### config.mk
export PLATFORM = sky130hd
export DESIGN_NAME = tcc_chan
export DESIGN_NICKNAME = d
export VERILOG_FILES = /design/src/rtl/tcc_pkg.sv /design/src/rtl/tcc_cfg_regs.sv /design/src/rtl/tcc_cv_regs.sv /design/src/rtl/tcc_trig_pipe.sv /design/src/rtl/tcc_out_logic.sv /design/src/rtl/tcc_chan.sv
export SDC_FILE = /design/constraint.sdc
export NUM_CORES = 1
export LEC_CHECK = 0
export BUFFER_PORTS_ARGS = -buffer_cell sky130_fd_sc_hd__buf_2
export CAP_MARGIN = 20
export CORE_ASPECT_RATIO = 0.6
export CORE_MARGIN = 1.5
export CORE_UTILIZATION = 50
export DETAILED_ROUTE_END_ITERATION = 10
export PLACE_DENSITY = 0.8
export RECOVER_POWER = 50
export SKIP_LAST_GASP = 1
export SLEW_MARGIN = 30
export SYNTH_ARGS = -nofsm -noshare
export SYNTH_HDL_FRONTEND = slang
export SYNTH_HIERARCHICAL = 1
export SYNTH_SLANG_ARGS = --single-unit
### constraint.sdc
create_clock -name clk -period 5.8 [get_ports clk]
set_clock_uncertainty 0.1 [all_clocks]
set_input_delay 1.16 -clock clk [delete_from_list [all_inputs] [get_ports clk]]
set_output_delay 1.16 -clock clk [all_outputs]
set_load 0.01 [all_outputs]
### src/rtl/tcc_pkg.sv
package tcc_pkg;

    typedef enum logic [2:0] {
        OC_FROZEN = 3'b000,
        OC_SET    = 3'b001,
        OC_CLR    = 3'b010,
        OC_TOG    = 3'b011,
        OC_LOW    = 3'b100,
        OC_HIGH   = 3'b101,
        OC_PWM0   = 3'b110,
        OC_PWM1   = 3'b111
    } oc_mode_e;

    typedef enum logic [1:0] {
        IO_OUT    = 2'b00,
        IO_IN_A   = 2'b01,
        IO_IN_B   = 2'b10,
        IO_IN_TRG = 2'b11
    } io_sel_e;

    typedef struct packed {
        oc_mode_e mode;
        logic     shadow_en;
        logic     fast_en;
        io_sel_e  io;
    } cfg_t;

    localparam logic [1:0] PROT_FULL = 2'b11;

endpackage

### src/rtl/tcc_cfg_regs.sv
module tcc_cfg_regs
    import tcc_pkg::*;
(
    input  logic       clk,
    input  logic       rst_n,
    input  logic       chan_en,
    input  logic [1:0] prot_lvl,
    input  logic       wr_ctl,
    input  logic [2:0] ctl_mode,
    input  logic       ctl_shadow_en,
    input  logic       ctl_fast_en,
    input  logic       wr_iosel,
    input  logic [1:0] iosel_in,
    output cfg_t       cfg
);

    cfg_t cfg_d, cfg_q;
    logic locked;

    always_comb begin
        cfg_d  = cfg_q;
        locked = (prot_lvl == PROT_FULL) && (cfg_q.io == IO_OUT);
        if (wr_ctl) begin
            cfg_d.fast_en = ctl_fast_en;
            if (!locked) begin
                cfg_d.mode      = oc_mode_e'(ctl_mode);
                cfg_d.shadow_en = ctl_shadow_en;
            end
        end
        if (wr_iosel && !chan_en) begin
            cfg_d.io = io_sel_e'(iosel_in);
        end
    end

    always_ff @(posedge clk or negedge rst_n) begin
        if (!rst_n) begin
            cfg_q <= '{mode: OC_FROZEN, shadow_en: 1'b0, fast_en: 1'b0, io: IO_OUT};
        end else begin
            cfg_q <= cfg_d;
        end
    end

    assign cfg = cfg_q;

endmodule

### src/rtl/tcc_cv_regs.sv
module tcc_cv_regs #(
    parameter int CNT_W = 16
) (
    input  logic             clk,
    input  logic             rst_n,
    input  logic             wr_cv,
    input  logic [CNT_W-1:0] cv_in,
    input  logic             upd_evt,
    input  logic             shadow_en,
    output logic [CNT_W-1:0] cv_act,
    output logic [CNT_W-1:0] cv_shadow
);

    typedef struct packed {
        logic [CNT_W-1:0] shadow;
        logic [CNT_W-1:0] act;
    } cv_state_t;

    cv_state_t st_d, st_q;

    always_comb begin
        st_d = st_q;
        if (wr_cv) begin
            st_d.shadow = cv_in;
            if (!shadow_en) begin
                st_d.act = cv_in;
            end
        end
        if (shadow_en && upd_evt) begin
            st_d.act = st_q.shadow;
        end
    end

    always_ff @(posedge clk or negedge rst_n) begin
        if (!rst_n) begin
            st_q <= '0;
        end else begin
            st_q <= st_d;
        end
    end

    assign cv_act    = st_q.act;
    assign cv_shadow = st_q.shadow;

endmodule

### src/rtl/tcc_trig_pipe.sv
module tcc_trig_pipe #(
    parameter int FAST_LAT = 3,
    parameter int SLOW_LAT = 5
) (
    input  logic clk,
    input  logic rst_n,
    input  logic trig_in,
    input  logic fast_en,
    output logic trig_hit
);

    localparam int DEPTH    = SLOW_LAT - 1;
    localparam int FAST_TAP = FAST_LAT - 2;
    localparam int SLOW_TAP = SLOW_LAT - 2;

    logic [DEPTH-1:0] pipe_d, pipe_q;

    always_comb begin
        pipe_d[0] = trig_in;
        for (int i = 1; i < DEPTH; i++) begin
            pipe_d[i] = pipe_q[i-1];
        end
    end

    always_ff @(posedge clk or negedge rst_n) begin
        if (!rst_n) begin
            pipe_q <= '0;
        end else begin
            pipe_q <= pipe_d;
        end
    end

    assign trig_hit = fast_en ? pipe_q[FAST_TAP] : pipe_q[SLOW_TAP];

endmodule

### src/rtl/tcc_out_logic.sv
module tcc_out_logic
    import tcc_pkg::*;
#(
    parameter int CNT_W = 16
) (
    input  logic             clk,
    input  logic             rst_n,
    input  logic [CNT_W-1:0] cnt_val,
    input  logic             cnt_down,
    input  cfg_t             cfg,
    input  logic [CNT_W-1:0] cv_act,
    input  logic             trig_hit,
    output logic             ref_out
);

    typedef struct packed {
        logic lvl;
        logic raw;
        logic was_pwm;
    } out_state_t;

    out_state_t st_d, st_q;
    logic below, raw, eq, pwm, cmp_lvl;

    always_comb begin
        below   = cnt_down ? (cnt_val <= cv_act) : (cnt_val < cv_act);
        raw     = (cfg.mode == OC_PWM1) ? ~below : below;
        eq      = (cnt_val == cv_act);
        pwm     = (cfg.mode == OC_PWM0) || (cfg.mode == OC_PWM1);
        cmp_lvl = (cfg.mode == OC_PWM1);

        st_d         = st_q;
        st_d.raw     = raw;
        st_d.was_pwm = pwm && (cfg.io == IO_OUT);

        if (cfg.io != IO_OUT) begin
            st_d.lvl = 1'b0;
        end else begin
            case (cfg.mode)
                OC_FROZEN: st_d.lvl = st_q.lvl;
                OC_SET:    if (eq) st_d.lvl = 1'b1;
                OC_CLR:    if (eq) st_d.lvl = 1'b0;
                OC_TOG:    if (eq) st_d.lvl = ~st_q.lvl;
                OC_LOW:    st_d.lvl = 1'b0;
                OC_HIGH:   st_d.lvl = 1'b1;
                OC_PWM0, OC_PWM1: begin
                    if (trig_hit) begin
                        st_d.lvl = cmp_lvl;
                    end else if (!st_q.was_pwm || (raw != st_q.raw)) begin
                        st_d.lvl = raw;
                    end
                end
                default:   st_d.lvl = st_q.lvl;
            endcase
        end
    end

    always_ff @(posedge clk or negedge rst_n) begin
        if (!rst_n) begin
            st_q <= '0;
        end else begin
            st_q <= st_d;
        end
    end

    assign ref_out = st_q.lvl;

endmodule

### src/rtl/tcc_chan.sv
module tcc_chan
    import tcc_pkg::*;
#(
    parameter int CNT_W    = 16,
    parameter int FAST_LAT = 3,
    parameter int SLOW_LAT = 5
) (
    input  logic             clk,
    input  logic             rst_n,
    input  logic [CNT_W-1:0] cnt_val,
    input  logic             cnt_down,
    input  logic             upd_evt,
    input  logic             trig_edge,
    input  logic             chan_en,
    input  logic [1:0]       prot_lvl,
    input  logic             wr_ctl,
    input  logic [2:0]       ctl_mode,
    input  logic             ctl_shadow_en,
    input  logic             ctl_fast_en,
    input  logic             wr_iosel,
    input  logic [1:0]       iosel_in,
    input  logic             wr_cv,
    input  logic [CNT_W-1:0] cv_in,
    output logic             ref_out
);

    cfg_t             cfg;
    logic [CNT_W-1:0] cv_act_w;
    logic [CNT_W-1:0] cv_shadow_w;
    logic             trig_hit;
    logic [2:0]       mode_w;
    logic [1:0]       io_w;
    logic             shadow_en_w;

    assign mode_w      = cfg.mode;
    assign io_w        = cfg.io;
    assign shadow_en_w = cfg.shadow_en;

    tcc_cfg_regs u_cfg (
        .clk           (clk),
        .rst_n         (rst_n),
        .chan_en       (chan_en),
        .prot_lvl      (prot_lvl),
        .wr_ctl        (wr_ctl),
        .ctl_mode      (ctl_mode),
        .ctl_shadow_en (ctl_shadow_en),
        .ctl_fast_en   (ctl_fast_en),
        .wr_iosel      (wr_iosel),
        .iosel_in      (iosel_in),
        .cfg           (cfg)
    );

    tcc_cv_regs #(.CNT_W(CNT_W)) u_cv (
        .clk       (clk),
        .rst_n     (rst_n),
        .wr_cv     (wr_cv),
        .cv_in     (cv_in),
        .upd_evt   (upd_evt),
        .shadow_en (cfg.shadow_en),
        .cv_act    (cv_act_w),
        .cv_shadow (cv_shadow_w)
    );

    tcc_trig_pipe #(.FAST_LAT(FAST_LAT), .SLOW_LAT(SLOW_LAT)) u_trig (
        .clk      (clk),
        .rst_n    (rst_n),
        .trig_in  (trig_edge),
        .fast_en  (cfg.fast_en),
        .trig_hit (trig_hit)
    );

    tcc_out_logic #(.CNT_W(CNT_W)) u_out (
        .clk      (clk),
        .rst_n    (rst_n),
        .cnt_val  (cnt_val),
        .cnt_down (cnt_down),
        .cfg      (cfg),
        .cv_act   (cv_act_w),
        .trig_hit (trig_hit),
        .ref_out  (ref_out)
    );

endmodule

== Yosys cells after proc, flatten, opt, wreduce, memory -nomap -nowiden ==
Index checks and enable logic that the tools add are counted.

* Register bits: 46
* Logic and storage cells: 60
* Input bits: 50

* Bitwise logic cells: 3
* Eq/ne operators: 16
* $lt $le $gt $ge: 2
* Reductions and logical operators: 16
* Multiplexer cells: 13

{| class="wikitable"
|+ Operators by type and width
! operator !! count
|-
| two-way mux 16 bit || 3
|-
| == test 16 bit || 1
|-
| less-or-equal comparator 16 bit || 1
|-
| < comparator 16 bit || 1
|-
| == test 3 bit (second input constant) || 4
|-
| two-way mux 1 bit || 9
|-
| inequality test 3 x 1 -> 1 bit (second input constant) || 3
|-
| == test 3 x 2 -> 1 bit (second input constant) || 2
|-
| one-hot mux 1 bit (6 select lines) || 1
|-
| AND reduction 5 bit || 1
|-
| logical AND 1 bit || 4
|-
| inequality test 2 x 1 -> 1 bit (second input constant) || 2
|-
| inequality test 4 x 2 -> 1 bit (second input constant) || 1
|-
| AND reduction 2 bit || 2
|-
| nonzero test 2 bit || 2
|-
| == test 3 x 1 -> 1 bit (second input constant) || 1
|-
| zero test 3 bit || 1
|-
| NOT 1 bit || 3
|-
| == test 2 bit (second input constant) || 1
|-
| zero test 1 bit || 2
|-
| zero test 2 bit || 1
|-
| logical OR 1 bit || 2
|-
| OR reduction 2 bit || 1
|-
| inequality test 1 bit || 1
|}

== Depth between registers and ports, before layout ==
* Depth in word-level cells: 10
* Mapped depth: 9
* Gate-level depth less buffers: 9

== By module ==
The synthesis kept the hierarchy.

{| class="wikitable"
|+ Modules (own cells, without submodules)
! module !! area an instance (sq um) !! instances !! cells each
|-
| tcc_cv_regs || 1617.8 || 1 || 104
|-
| tcc_out_logic || 686.9 || 1 || 94
|-
| tcc_cfg_regs || 285.3 || 1 || 17
|-
| tcc_trig_pipe || 115.1 || 1 || 5
|}

== Worst setup path after synthesis ==
No wires, ideal clock.

* Kind: input port to flip-flop
* Start: input cnt_val[15]
* End: register u_out.st_q, in the netlist u_out/ref_out
* Path slack: 2.437 ns
* Path buffers: 0
* Library setup time: 0.123 ns
* Arrival: 3.140 ns
* Stages: 8
* Required time: 5.577 ns
* Path through: ha_1 > nand4_1 > or4_4 > o2111ai_2 > o311ai_1 > or4_1 > a31oi_1 > o2bb2ai_1

* Word-level cells in the longest chain between the ends: 8
* Elaborated cells on any way between the ends: 17

{| class="wikitable"
|+ RTL lines
! item !! RTL line !! source
|-
| from (decl) || tcc_chan.sv:10 || <nowiki>input logic [CNT_W-1:0] cnt_val,</nowiki>
|-
| < comparator 16 bit / less-or-equal comparator 16 bit (equally long branches) || tcc_out_logic.sv:26 || <nowiki>below = cnt_down ? (cnt_val <= cv_act) : (cnt_val < cv_act);</nowiki>
|-
| two-way mux 1 bit || tcc_out_logic.sv:26 ||
|-
| NOT 1 bit || tcc_out_logic.sv:27 || <nowiki>raw = (cfg.mode == OC_PWM1) ? ~below : below;</nowiki>
|-
| two-way mux 1 bit || tcc_out_logic.sv:27 ||
|-
| two-way mux 1 bit / inequality test 1 bit (equally long branches) || tcc_out_logic.sv:49 || <nowiki>end else if (!st_q.was_pwm || (raw != st_q.raw)) begin</nowiki>
|-
| two-way mux 1 bit / logical OR 1 bit (equally long branches) || tcc_out_logic.sv:47, tcc_out_logic.sv:49 ||
|-
| one-hot mux 1 bit (6 select lines) / inequality test 4 x 2 -> 1 bit (equally long branches) || - ||
|-
| two-way mux 1 bit / AND reduction 5 bit (equally long branches) || - ||
|-
| to (signal assigned) || tcc_out_logic.sv:62 || <nowiki>st_q <= st_d;</nowiki>
|-
| to (decl) || tcc_out_logic.sv:22 || <nowiki>out_state_t st_d, st_q;</nowiki>
|}

Parallel ways exist; a longest one is shown, timed or not. The select of a mux whose other input is x is not followed.
A chain may end at the register's enable or synchronous reset.

== Worst setup path in the final report ==
* Start: input cnt_val[13]
* End: register u_out.st_q, in the netlist u_out/ref_out

Same word-level chain as after synthesis.

==> impl_metrics.toml <==
[sta]
tightest_slew_ps = 2430
min_period_over_period_pct = 59.1
finalCriticalPeriod_ps = 3430
rsz0062_at_grt = "no"
setup_violations = 0
relSlewSlack_pct = -62.0
tns_ps = 0
timing.final.ws_setup_ps = 2370
finalMaxSlewViolations = 47
fmax_ghz = 0.292
final_hold_viol_count = 0

[logic_synthesis]
ys_seq_elements = 46
synth_nets = 286
yosysWarnings = 6
synth_cell_types = 34
netlist_instances = 220
avgSynthCellArea_um2 = 12.3
yosysSeqAreaShare_pct = 42.6
synth_area_mm2 = 0.00271

[grt]
track_usage_pct = 19.1
grt_first_pass_wirelength_um = 8600
antenna_found_initial = 0
grt_pass1_vias = 1789
grt-ovfl-total = 0
grt_max_degree = 47

[floorplan]
die_area_mm2 = 0.00587
core_area_mm2 = 0.00513
die_y_um = 60.0
start_util_pct = 52.7
die_w_um = 98.0
num_rows = 20
io-pin-count = 51

[worst_setup_path]
worstPathMaxFanout = 5
critical-path-max-stage-delay_ps = 610
path_delay_family = "simple AND/OR/NAND/NOR gates"
worst-path-buf-inv = 1
rr_startpoint = "u_cv/cv_act[13]$_DFFE_PN0P_"
crit_start = "cnt_val[13]"
crit_arrival_ps = 3510
crit_type = "in2reg"
crit_chain = "buf_2, ha_1, nand4_1, or4_4, o211ai_1, o311ai_1, or4_1, a31oi_1, o2bb2ai_1"
cp_slowest_cell = "or4_4"
cp-start-kind = "input pin"
crit_required_ps = 5880
cp-end-kind = "register"

[cts]
cts_tree = "yes"
postCtsSetupRepairBufs = 0
clockBufferDepth = 2
root_buffer = "clkbuf_8"
clk_pin_slew_worst_paths_ps = 80
hold_buffers = 0
post_cts_resized = 0
clock-sinks = 46
clk_latency_ps = 300
cts_buffers = 5
htreeDepth = 2

[finish]
fin_nets = 335
fin_util_pct = 59.0
fillers = 422
antenna_cells = 0
syn2layout_area_growth_pct = 11.9
final_cells = 336
drive_gt1_share_pct = 31.9

[detailed_routing]
vias = 1807
drt_pass1_iterations = 4
drcViolationCount = 0
postRouteAntennaNets = 0
via_per_inst = 5.38
wire_per_inst_um = 15.7
totalWireLength_um = 5260
initialDrtViolationCount = 70

[min_path]
min_from = "u_trig/pipe_q[0]$_DFF_PN0_"
min_path_type = "reg2reg"

[power_and_ir_drop]
share_comb_of_total_power_pct = 27.3
p_int_w = 0.000586
pwr-share-clk_pct = 23.6
p_per_area_mw_per_mm2 = 283
max-vdd-ir-drop_mv = 0.121
p_leak_nw = 1.55
switchingPower_w = 0.000270
pwr-share-seq_pct = 49.1
swShare_pct = 31.5

[placed_design]
dp_slack_ps = 2130
placed_cells = 328
numPortBuffers = 50
place_congestion = 0.795
dp_hpwl_um = 3920

[run_status]
outcome = "finished with violations"
violations = "max-capacitance violations, max-slew violations"

[job]
max-cap-violations = 1
-- final timing paths --
kind,to,slack (ps),cells after the start
min reg2reg,u_trig/pipe_q[1]$_DFF_PN0_,250,0
max reg2reg,u_out/ref_out$_DFFE_PN0P_,2900,9
max,u_out/ref_out$_DFFE_PN0P_,2370,9
min in group asynchronous,u_cv/cv_shadow[14]$_DFFE_PN0P_,1490,1
min,u_trig/pipe_q[1]$_DFF_PN0_,250,0
max in group asynchronous,u_cv/cv_shadow[0]$_DFFE_PN0P_,2720,1
-- state kept, by name (all words and copies together), names as in the netlist --
name,cells
u_cv/cv_act,16
u_cv/cv_shadow,16
u_cfg/cfg,7
u_trig/pipe_q,4
u_out/st_q,2
u_out/ref_out,1
-- through the flow --
stage / instance area [um2] / total power (W) / hold slack (ps)
floorplan: 2710 / 0.000589 / 231
global placement: 2930 / 0.000642 / 233
detailed placement: 2940 / 0.000657 / 235
CTS: 3030 / 0.000864 / 253
global route: 3030 / 0.000919 / 261
finish: 3030 / 0.000856 / 251
-- logic make-up (layout without fill, tap and decap cells) --
kind of cell             Yosys count  after routing  share of synthesized area (%)
multiplexers                      72             72                           29.8
flip-flops                        46             46                           42.6
buffers and inverters             28             78                           6.61
adder cells (fa/ha/maj)           16             16                           7.40
AO/OA/AOI/OAI                     27             27                           7.77
AND/OR/NAND/NOR                   31             31                           5.83
-- metal layers --
metal  wire length [um]  track usage [%]
met4                 26             4.90
met5                  0                0
met1               2560             26.8
met3                280             4.91
met2               2400             30.0
-- synth_stat cells (all sizes together) --
cell	count	share of area, %
nor3	2	0.37
buf	8	3.8
o31ai	3	1.3
nor2b	2	0.46
dfrtp	46	43
and3	2	0.46
a31oi	1	0.23
o21bai	1	0.28
o311ai	1	0.32
nand3	1	0.18
nor2	7	0.97
a21oi	10	1.9
a2111oi	1	1.0
nand4	4	0.92
mux2i	48	18
inv	20	2.8
or4	2	0.69
o2bb2ai	1	0.32
o21ai	4	0.74
mux2	24	12
or3	2	0.51
a21o	1	0.28
nand2	9	1.2
o211ai	2	0.55
o2111ai	1	0.55
ha	16	7.4
a211oi	1	0.28
-- final cells by class --
class / count / area (um2) / area share (%)
Clock buffer: 6 / 82.6 / 2.73
Clock inverter: 2 / 12.5 / 0.413
Inverter: 20 / 75.1 / 2.48
Multi-Input combinational cell: 146 / 1380 / 45.4
Sequential cell: 46 / 1150 / 38.0
Tap cell: 66 / 82.6 / 2.73
Timing Repair Buffer: 50 / 249 / 8.22
-- cell usage in the layout (no fill, tap or decap), drive strengths merged --
| master | n |
|---|---|
| a2111oi | 1 |
| a211oi | 1 |
| a21o | 1 |
| a21oi | 10 |
| a31oi | 1 |
| and3 | 2 |
| buf | 49 |
| clkbuf | 7 |
| clkinv | 1 |
| clkinvlp | 1 |
| dfrtp | 46 |
| ha | 16 |
| inv | 20 |
| mux2 | 24 |
| mux2i | 48 |
| nand2 | 9 |
| nand3 | 1 |
| nand4 | 4 |
| nor2 | 7 |
| nor2b | 2 |
| nor3 | 2 |
| o2111ai | 1 |
| o211ai | 2 |
| o21ai | 4 |
| o21bai | 1 |
| o2bb2ai | 1 |
| o311ai | 1 |
| o31ai | 3 |
| or3 | 2 |
| or4 | 2 |
-- power by group through the flow --
| stage | sequential [W] | clock (W) | combinational, W |
|---|---|---|---|
| floorplan | 0.000406 | 0 | 0.000182 |
| global placement | 0.000423 | 0 | 0.000219 |
| detailed placement | 0.000426 | 0 | 0.000231 |
| CTS | 0.000420 | 0.000209 | 0.000235 |
| global route | 0.000428 | 0.000227 | 0.000264 |
| finish | 0.000420 | 0.000202 | 0.000234 |
(Power assumes the default switching activity.)
